==> src/rtl/pflg_pkg.sv <==
package pflg_pkg;
   localparam int FLG_W    = 13;
   localparam int B_DF_LO  = 0;
   localparam int B_IFB_LO = 3;
   localparam int B_USER   = 6;
   localparam int B_IEN    = 7;
   localparam int B_INH    = 8;
   localparam int B_REQ    = 9;
   localparam int B_GT     = 10;
   localparam int B_LINK   = 11;
   localparam int B_DLY    = 12;
   localparam int RD_W     = 12;

   typedef logic [FLG_W-1:0] flags_t;

   typedef struct packed {
      logic skon;
      logic ion;
      logic ioff;
      logic srq;
      logic gtf;
   } fn_sel_t;
endpackage

==> src/rtl/pflg_decode.sv <==
module pflg_decode
   import pflg_pkg::*;
#(
   parameter int FN_W = 3
) (
   input  logic            fn_valid,
   input  logic [FN_W-1:0] fn_code,
   output fn_sel_t         sel
);
   localparam int NFN = 5;

   logic [NFN-1:0] hit;

   generate
      for (genvar k = 0; k < NFN; k++) begin : g_hit
         assign hit[k] = fn_valid && (fn_code == FN_W'(k));
      end
   endgenerate

   always_comb begin
      sel.skon = hit[0];
      sel.ion  = hit[1];
      sel.ioff = hit[2];
      sel.srq  = hit[3];
      sel.gtf  = hit[4];
   end
endmodule

==> src/rtl/pflg_state.sv <==
module pflg_state
   import pflg_pkg::*;
(
   input  logic    clk,
   input  logic    rst_n,
   input  fn_sel_t sel,
   input  logic    irq_in,
   input  logic    retire,
   output flags_t  flags_q,
   output flags_t  saved_q,
   output logic    taken
);
   logic   promote;
   flags_t flags_d;

   assign taken   = flags_q[B_IEN] & ~flags_q[B_INH] & flags_q[B_REQ];
   assign promote = retire & flags_q[B_DLY];

   always_comb begin
      flags_d         = flags_q;
      flags_d[B_REQ]  = irq_in;
      flags_d[B_LINK] = 1'b0;
      if (promote) begin
         flags_d[B_IEN] = 1'b1;
         flags_d[B_DLY] = 1'b0;
      end
      if (sel.ion) begin
         flags_d[B_DLY] = 1'b1;
      end
      if (sel.ioff) begin
         flags_d[B_IEN] = 1'b0;
         flags_d[B_DLY] = 1'b0;
      end
   end

   always_ff @(posedge clk) begin
      if (!rst_n) begin
         flags_q <= '0;
         saved_q <= '0;
      end else begin
         flags_q <= flags_d;
         if (retire && taken) begin
            saved_q <= flags_q;
         end
      end
   end
endmodule

==> src/rtl/pflg_pc_step.sv <==
module pflg_pc_step #(
   parameter int FLD_W = 3,
   parameter int OFF_W = 12
) (
   input  logic [FLD_W+OFF_W-1:0] pc_in,
   input  logic                   skip,
   output logic [FLD_W+OFF_W-1:0] next_pc
);
   logic [OFF_W-1:0] off;
   logic [OFF_W-1:0] off_nxt;

   assign off     = pc_in[OFF_W-1:0];
   assign off_nxt = off + OFF_W'(1) + OFF_W'(skip);
   assign next_pc = {pc_in[FLD_W+OFF_W-1:OFF_W], off_nxt};
endmodule

==> src/rtl/proc_flags_ctl.sv <==
module proc_flags_ctl
   import pflg_pkg::*;
#(
   parameter int FN_W  = 3,
   parameter int FLD_W = 3,
   parameter int OFF_W = 12,
   parameter int ACC_W = 12
) (
   input  logic                   clk,
   input  logic                   rst_n,
   input  logic                   fn_valid,
   input  logic [FN_W-1:0]        fn_code,
   input  logic                   link_in,
   input  logic                   irq_in,
   input  logic                   retire,
   input  logic [FLD_W+OFF_W-1:0] pc_in,
   output logic [FLG_W-1:0]       flags,
   output logic [FLG_W-1:0]       flags_saved,
   output logic                   acc_we,
   output logic [ACC_W-1:0]       acc_val,
   output logic                   skip,
   output logic [FLD_W+OFF_W-1:0] next_pc,
   output logic                   int_taken
);
   localparam int PC_W = FLD_W + OFF_W;

   initial begin
      if (FN_W < 3) $error("FN_W must be at least 3");
      if (ACC_W < RD_W) $error("ACC_W must hold the flags read-out");
      if (OFF_W < 2) $error("OFF_W too small");
      if (PC_W > 32) $error("PC too wide");
   end

   fn_sel_t        sel;
   flags_t         fq;
   flags_t         sq;
   logic           taken;
   logic [RD_W-1:0] rd_word;

   pflg_decode #(.FN_W(FN_W)) u_dec (
      .fn_valid (fn_valid),
      .fn_code  (fn_code),
      .sel      (sel)
   );

   pflg_state u_state (
      .clk     (clk),
      .rst_n   (rst_n),
      .sel     (sel),
      .irq_in  (irq_in),
      .retire  (retire),
      .flags_q (fq),
      .saved_q (sq),
      .taken   (taken)
   );

   assign skip = (sel.skon & fq[B_IEN]) | (sel.srq & fq[B_REQ]);

   pflg_pc_step #(.FLD_W(FLD_W), .OFF_W(OFF_W)) u_pc (
      .pc_in   (pc_in),
      .skip    (skip),
      .next_pc (next_pc)
   );

   assign rd_word = {link_in, fq[B_LINK-1:0]};

   generate
      if (ACC_W > RD_W) begin : g_acc_pad
         assign acc_val = {{(ACC_W-RD_W){1'b0}}, rd_word};
      end else begin : g_acc_exact
         assign acc_val = rd_word;
      end
   endgenerate

   assign acc_we      = sel.gtf;
   assign flags       = fq;
   assign flags_saved = sq;
   assign int_taken   = taken;
endmodule

==> config.mk <==
export PLATFORM = sky130hd
export DESIGN_NAME = proc_flags_ctl
export DESIGN_NICKNAME = d
export VERILOG_FILES = /design/src/rtl/pflg_pkg.sv /design/src/rtl/pflg_decode.sv /design/src/rtl/pflg_state.sv /design/src/rtl/pflg_pc_step.sv /design/src/rtl/proc_flags_ctl.sv
export SDC_FILE = /design/constraint.sdc
export NUM_CORES = 1
export LEC_CHECK = 0
export BUFFER_PORTS_ARGS = -buffer_cell sky130_fd_sc_hd__buf_2
export CAP_MARGIN = 15
export CORE_UTILIZATION = 35
export CTS_CLUSTER_DIAMETER = 30
export DETAILED_ROUTE_END_ITERATION = 12
export HOLD_SLACK_MARGIN = 0.12
export PLACE_DENSITY = 0.81
export SETUP_SLACK_MARGIN = 0.02
export SYNTH_ARGS = -nofsm -noshare
export SYNTH_HDL_FRONTEND = slang
export SYNTH_SLANG_ARGS = --single-unit
==> constraint.sdc <==
create_clock -name clk -period 4.76 [get_ports clk]
set_input_delay 0.714 -clock clk [delete_from_list [all_inputs] [get_ports clk]]
set_output_delay 0.714 -clock clk [all_outputs]
set_load 0.02 [all_outputs]
# Word level (Yosys, flattened, before mapping)
# Cells that the tools add are included.
# totals
regBits	8
in_bits	24
word_cells	28
# op_classes
add_sub_neg	2
eq_ne	4
muxes	2
bitwise_logic	6
reduce_logical	9
# ops
op	n
adder 12 x 1 -> 12 bit	1
adder 12 x 1 -> 12 bit (second input constant)	1
equality test 3 x 2 -> 1 bit (second input constant)	2
logical AND 1 bit	6
AND 1 bit	4
equality test 3 x 1 -> 1 bit (second input constant)	1
equality test 3 bit (second input constant)	1
logical NOT 3 bit	1
two-way mux 1 bit	2
nonzero test 2 bit	1
OR reduction 2 bit	1
inverter 1 bit	1
OR 1 bit	1

# Logic depth before layout (Yosys ltp)
# Gate-level depths: netlist of the first run.
# depth
ltp_word	5
mapped_depth	9
ltp_nobuf	9

# Modules after synthesis
# Synthesis of the first run repeated with hierarchy kept, for this count alone.
# hier_totals
cells_unflattened	94
hier_area_um2	767.0
# modules_own_cells
module	instances	cells_per_inst	area_per_inst_um2	seq_area_each_um2
pflg_state	1	41	360.3	120.1
pflg_pc_step	1	35	244.0	0.0
proc_flags_ctl	1	13	98.8	0.0
pflg_decode	1	5	63.8	0.0

# Least setup slack after synthesis of the first run
# Ideal clock, no wire load.
# synth_path
kind	input -> output
from	input fn_code[1]
to	output next_pc[10]
arrival_ns	2.236
required_time_ns	4.046
setup_slack_ns	1.810
cell_stages	9
path_buffers	0
path_cell_list	nor2_1 -> nand2_1 -> a21o_1 -> ha_1 -> inv_1 -> ha_1 -> and4_2 -> nand4_1 -> xnor2_1
# synth_via
elab_chain_cells	5
word_cells_on_any_way	8
classes_between	add/sub (1); eq/ne (1); bitwise (3); reduce/logical (3)
# synth_rtl
element	line_no	text
from (decl)	proc_flags_ctl.sv:12	input logic [FN_W-1:0] fn_code,
equality test 3 x 2 -> 1 bit / logical NOT 3 bit (equally long branches)	pflg_decode.sv:16	assign hit[k] = fn_valid && (fn_code == FN_W'(k));
logical AND 1 bit	pflg_decode.sv:16	
AND 1 bit	proc_flags_ctl.sv:57	assign skip = (sel.skon & fq[B_IEN]) | (sel.srq & fq[B_REQ]);
OR 1 bit *	proc_flags_ctl.sv:57	
adder 12 x 1 -> 12 bit *	pflg_pc_step.sv:13	assign off_nxt = off + OFF_W'(1) + OFF_W'(skip);
to (decl)	proc_flags_ctl.sv:22	output logic [FLD_W+OFF_W-1:0] next_pc,
# Mark *: on every way between the ends. The rest lies on a longest branch, timed or not.

# Final worst setup path of the first run
# Same ends and word-level chain as after synthesis.

==> flow_summary_export.csv, run 1 <==
group,metric,value,unit
hold_path,hold_path_depth,2,
routing,vias,674,
synthesis,ys_ff_latch,6,
critical_path,path_max_fanout,4,
floorplanning,die-area,2320,µm²
placement,io_buffers,42,
sta,clock_skew,0.00448,ns
clock_network,holdBufCountCts,0,
routing,wl_met2,702,µm
floorplanning,boundaryPins,80,
floorplanning,core_area,1980,µm²
routing,finalWirelength,1400,µm
synthesis,synthCells,98,
placement,hpwl,1230,µm
synthesis,netlist_top_cells_area,"buf_4 (35%), dfxtp_1 (16%), xnor2_1 (5.9%), xor2_1 (5.9%), nor2_1 (4.0%)",
sta,setup_tns,0,ns
clock_network,h-tree-depth,1,
critical_path,worstReg2RegEnd,"u_state.saved_q[12]",
synthesis,ys_warn_count,0,
routing,avgViaCountPerCell,4.13,
global_route,grt_max_degree,7,
hold_path,hp-start,"u_state.saved_q[9]",
clock_network,cts_resized,0,
routing,drt-initial-drc-count,6,
floorplanning,start_util,37.6,%
power_and_ir_drop,p_sw,0.0000688,W
finish,drive_gt1_share,35.3,%
sta,period_needed,3.09,ns
power_and_ir_drop,switching_share,41.1,%
finish,syn2layout_area_growth,14.6,%
clock_network,cts_buffer_depth,2,
clock_network,cts_tree,"built",
power_and_ir_drop,sequentialPowerShare,31.2,%
routing,first_pass_iters,4,
synthesis,synth_area,746,µm²
power_and_ir_drop,intPower,0.0000987,W
clock_network,root_buffer,"clkbuf_4",
clock_network,cts_made_buffers,3,
status,status,"completed",
routing,highest_layer,"met4",
power_and_ir_drop,clkPwrFrac,28.5,%
synthesis,avgSynthCellArea,7.61,µm²
floorplanning,die_h,48.2,µm
job,cap_violations,0,
floorplanning,die_w,48.2,µm
global_route,grt.total_usage,11.0,%
power_and_ir_drop,static-leakage-power,0.482,nW
synthesis,synth_top_area_share,35.2,%
sta,rsz0062_at_grt,"no",
routing,route.detailed.drc,0,
critical_path,r2r_slack,3.76,ns
power_and_ir_drop,ir_drop,0.131,mV
global_route,grt_first_pass_wirelength,1760,µm
routing,wl_met1,524,µm
global_route,grt_overflow,0,
finish,nets,164,
synthesis,ys_types,25,
hold_path,hold_path_end,"u_state.saved_q[9]",
clock_network,clk_latency,0.25,ns
critical_path,critPathLaunchType,"input port",
routing,wire_per_inst,8.59,µm
sta,finalSetupViolCount,0,
global_route,first_global_vias,517,
sta,slew_viol_final,0,
placement,gp_congestion,0.726,
synthesis,synth_area_leader_cell,"buf_4",
sta,maxClockFrequency,324,MHz
sta,layout_worst_path_cycle_share,64.9,%
clock_network,clk_pin_slew_worst_paths,0.04,ns
clock_network,post-cts-setup-buffers,0,
finish,utilization,43.1,%
synthesis,synth.yosys.seq_area_share,16.1,%
routing,final_antenna_net_count,0,
finish,n_antenna_cell,0,
hold_path,worstHoldPathType,"flip-flop to flip-flop",
power_and_ir_drop,pwr-share-comb,40.3,%
critical_path,endpoint_kind,"output port",
critical_path,rr_worst_depth,3,
critical_path,critPathKind,"input port to output port",
global_route,antenna_found_initial,0,
critical_path,rr_startpoint,"u_state.flags_q[7]",
routing,route.met3.wl,155,µm
critical_path,required,4.05,ns
floorplanning,row_count,16,
critical_path,worstPathArrival,2.38,ns
clock_network,cts_sinks,6,
sta,hold_viol_final,0,
power_and_ir_drop,power_density,196,nW/µm²
-- power groups by stage --
stage                     clock (W)  sequential (W)  combinational, W
after detailed placement          0       0.0000533         0.0000673
after global routing      0.0000499       0.0000525         0.0000745
after floorplan                   0       0.0000542         0.0000679
after CTS                 0.0000501       0.0000524         0.0000674
final                     0.0000477       0.0000523         0.0000674
after global placement            0       0.0000533         0.0000663
-- cells by family (layout without fill, tap and decap cells) --
group	count (synthesis)	in the layout	synth area share [%]
adder cells (fa/ha/maj)	2	2	3.36
other	1	29	0.503
multiplexers	1	1	1.34
flip-flops	6	6	16.1
buffers and inverters	39	49	37.2
AND/OR/NAND/NOR	33	33	24.7
XOR/XNOR	10	10	11.7
AO/OA/AOI/OAI	6	6	5.03
-- cells in the final DEF, fill, tap and decap left out --
master and count:
buf_2 42, nor3b_1 1, nor4_2 1, nor2_1 8, inv_1 4, nand2b_1 3
and4_2 1, mux2i_1 1, a211oi_1 1, and2_1 2, and3_1 3, nor3_1 2
nand3_2 1, ha_1 2, o21a_1 1, a21o_1 1, a21oi_1 3, nand4_1 2
nand3b_1 1, xor2_1 5, xnor2_1 5, nand2_1 5, clkbuf_4 3, conb_1 29
nand3_1 3, dfxtp_1 6
-- sequential cells by signal, summed over array words and instances, names as in the netlist --
signal and cells:
u_state.flags_q 3, u_state.saved_q 3
-- per-stage QoR --
stage          setup WS (ns)  hold WS (ns)  power, W  std cells  instance area, µm²
2_1_floorplan           1.81         0.555  0.000122        126                 851
3_3_place_gp            1.71         0.454  0.000120        160                 832
3_5_place_dp            1.65         0.467  0.000121        160                 832
4_1_cts                 1.65         0.487  0.000170        163                 855
5_1_grt                 1.52         0.510  0.000177        163                 855
6_report                1.67         0.485  0.000167        163                 855
-- worst max-delay path, stage by stage --
cell and delay (ns):
buf_2 0.12, nor2_1 0.13, nand2_1 0.08, a21o_1 0.18, ha_1 0.19, inv_1 0.07
ha_1 0.19, and4_2 0.27, nand4_1 0.12, xnor2_1 0.14, buf_2 0.18
-- cell usage after synthesis (all sizes together) --
master	instances
a21o	1
nand2b	3
ha	2
and3	3
nand2	5
inv	4
nor4	1
a21oi	3
nand4	2
mux2i	1
dfxtp	6
xor2	5
nor3b	1
nand3b	1
nor3	2
buf	35
and2	2
nand3	4
nor2	8
a211oi	1
xnor2	5
conb	1
o21a	1
and4	1
-- area by class of cell --
cell class	count	area, µm²
fill	228	1130
timing repair buffer	42	210
clock buffer	3	22.5
inverter	4	15.0
tap	27	33.8
multi-input combinational	81	453
sequential	6	120
-- layer usage --
| metal | up-vias | global-route usage, % |
|---|---|---|
| li1 | 333 | - |
| met1 | 285 | 8.24 |
| met2 | 54 | 23.5 |
| met3 | 2 | 2.59 |
| met4 | 0 | 6.67 |
| met5 | - | 0 |
-- worst max path at each step --
stage	start	end	slack [ns]	depth (start not counted)
6_report	fn_code[1]	next_pc[10]	1.67	11
5_1_grt	fn_code[1]	next_pc[10]	1.52	11
4_1_cts	fn_code[1]	next_pc[10]	1.65	11
3_5_place_dp	fn_code[1]	next_pc[10]	1.65	11
3_3_place_gp	fn_code[1]	next_pc[10]	1.71	11
2_1_floorplan	fn_code[1]	next_pc[10]	1.81	9
No activity file was read; power rests on OpenSTA's default activity.
==> run 2: changes to the inputs <==
--- a/config.mk
+++ b/config.mk
@@ -7,11 +7,11 @@
 export LEC_CHECK = 0
 export BUFFER_PORTS_ARGS = -buffer_cell sky130_fd_sc_hd__buf_2
 export CAP_MARGIN = 15
-export CORE_UTILIZATION = 35
+export CORE_UTILIZATION = 31
 export CTS_CLUSTER_DIAMETER = 30
 export DETAILED_ROUTE_END_ITERATION = 12
 export HOLD_SLACK_MARGIN = 0.12
-export PLACE_DENSITY = 0.81
+export PLACE_DENSITY = 0.76
 export SETUP_SLACK_MARGIN = 0.02
 export SYNTH_ARGS = -nofsm -noshare
 export SYNTH_HDL_FRONTEND = slang
==> constraint.sdc (replaced) <==
create_clock -name clk -period 2.7 [get_ports clk]
set_input_delay 0.405 -clock clk [delete_from_list [all_inputs] [get_ports clk]]
set_output_delay 0.405 -clock clk [all_outputs]
set_load 0.02 [all_outputs]
==> flow_summary_export.csv, run 2 (synthesized netlist as in run 1, its figures left out) <==
group,metric,value,unit
job,cap_violations,0,
sta,slew_viol_final,0,
clock_network,h-tree-depth,1,
hold_path,hp-start,"irq_in",
routing,wire_per_inst,7.20,µm
routing,final_antenna_net_count,0,
clock_network,cts_made_buffers,3,
sta,finalSetupViolCount,0,
global_route,grt.total_usage,9.37,%
power_and_ir_drop,ir_drop,0.328,mV
routing,avgViaCountPerCell,4.06,
finish,nFillCells,258,
critical_path,critPathKind,"input port to output port",
routing,finalWirelength,1180,µm
finish,nets,164,
floorplanning,die_h,51.0,µm
finish,syn2layout_area_growth,14.8,%
clock_network,holdBufCountCts,0,
clock_network,cts_resized,0,
finish,fin_cells,164,
global_route,grt_overflow,0,
clock_network,root_buffer,"clkbuf_4",
placement,post-place-ws,0.235,ns
clock_network,cts_buffer_depth,2,
power_and_ir_drop,static-leakage-power,0.482,nW
global_route,first_global_vias,509,
routing,first_pass_iters,4,
placement,io_buffers,42,
critical_path,path_max_fanout,4,
finish,n_antenna_cell,0,
routing,vias,666,
sta,setup_tns,0,ns
hold_path,worstHoldPathType,"input port to flip-flop",
sta,clock_skew,0.00276,ns
sta,period_needed,2.45,ns
critical_path,required,2.30,ns
clock_network,cts_sinks,6,
clock_network,post-cts-setup-buffers,0,
sta,hold_viol_final,0,
clock_network,clk_latency,0.24,ns
clock_network,cts_tree,"built",
floorplanning,row_count,17,
floorplanning,boundaryPins,80,
floorplanning,core_area,2230,µm²
finish,layout_common_cells,"buf_2 (42), conb_1 (29), nor2_1 (8)",
finish,largestRegisters,"u_state.flags_q (3), u_state.saved_q (3)",
sta,maxClockFrequency,409,MHz
critical_path,critPathMaxStageDelay,0.26,ns
floorplanning,die-area,2610,µm²
sta,timing.final.ws_setup,0.255,ns
finish,drive_gt1_share,35.3,%
critical_path,cp.buffers_inverters,3,
routing,drt-initial-drc-count,9,
floorplanning,start_util,33.4,%
status,status,"completed",
critical_path,rr_startpoint,"u_state.flags_q[7]",
global_route,antenna_found_initial,0,
critical_path,endpoint_kind,"output port",
critical_path,crit_family,"simple AND/OR/NAND/NOR gates",
critical_path,path_cells,"buf_2, nor2_1, nand2_1, a21o_1, ha_1, inv_1, ha_1, and4_2, nand4_1, xnor2_1, buf_2",
sta,layout_worst_path_cycle_share,90.6,%
critical_path,slowest_stage,"and4_2",
finish,final_common_cell,"buf_2",
power_and_ir_drop,power_density,338,nW/µm²
placement,gp_congestion,0.671,
sta,hold-worst-slack,0.376,ns
global_route,grt_first_pass_wirelength,1880,µm
critical_path,crit_start,"fn_code[1]",
global_route,grt_max_degree,7,
placement,placed_cells,161,
clock_network,clk_pin_slew_worst_paths,0.04,ns
critical_path,worstPathArrival,2.04,ns
sta,rsz0062_at_grt,"no",
placement,hpwl,1080,µm
routing,route.detailed.drc,0,
critical_path,critPathLaunchType,"input port",
floorplanning,die_w,51.0,µm
## run 2: per-layer routing
metal  track usage [%]  vias to the layer above  wire (µm)
met2              16.4                       47        562
met3              3.57                        2        174
li1                  -                      333          -
met1              9.61                      284        442
met5                 0                        -          0
met4              4.63                        0          2
## run 2: final cells by class
type | instances | area, µm² | area share, %
multi-input cells | 81 | 453 | 52.9
repair buffers | 42 | 210 | 24.6
clock buffers | 3 | 22.5 | 2.63
flip-flops and latches | 6 | 120 | 14.0
inverters | 4 | 15.0 | 1.75
well taps | 28 | 35.0 | 4.09
## run 2: metrics by stage
step	instance area (µm²)	utilization, %	power, W
floorplan	851	-	0.000215
global placement	833	37.3	0.000211
detailed placement	833	37.3	0.000212
CTS	856	38.3	0.000292
global route	856	38.3	0.000310
finish	856	38.3	0.000289
## run 2: final timing paths
kind	slack [ns]	cells past startpoint	endpoint
worst min-delay path	0.38	2	u_state.flags_q[9]
worst max register to register	1.72	3	u_state.saved_q[12]
worst max-delay path	0.25	11	next_pc[10]
worst min register to register	0.46	2	u_state.saved_q[9]
## run 2: report_power, final
| group | total [W] | internal, W | switching, W |
|---|---|---|---|
| logic | 0.000117 | 0.0000330 | 0.0000843 |
| registers | 0.0000924 | 0.0000906 | 0.00000181 |
| clock network | 0.0000791 | 0.0000501 | 0.0000291 |
| total | 0.000289 | 0.000174 | 0.000115 |
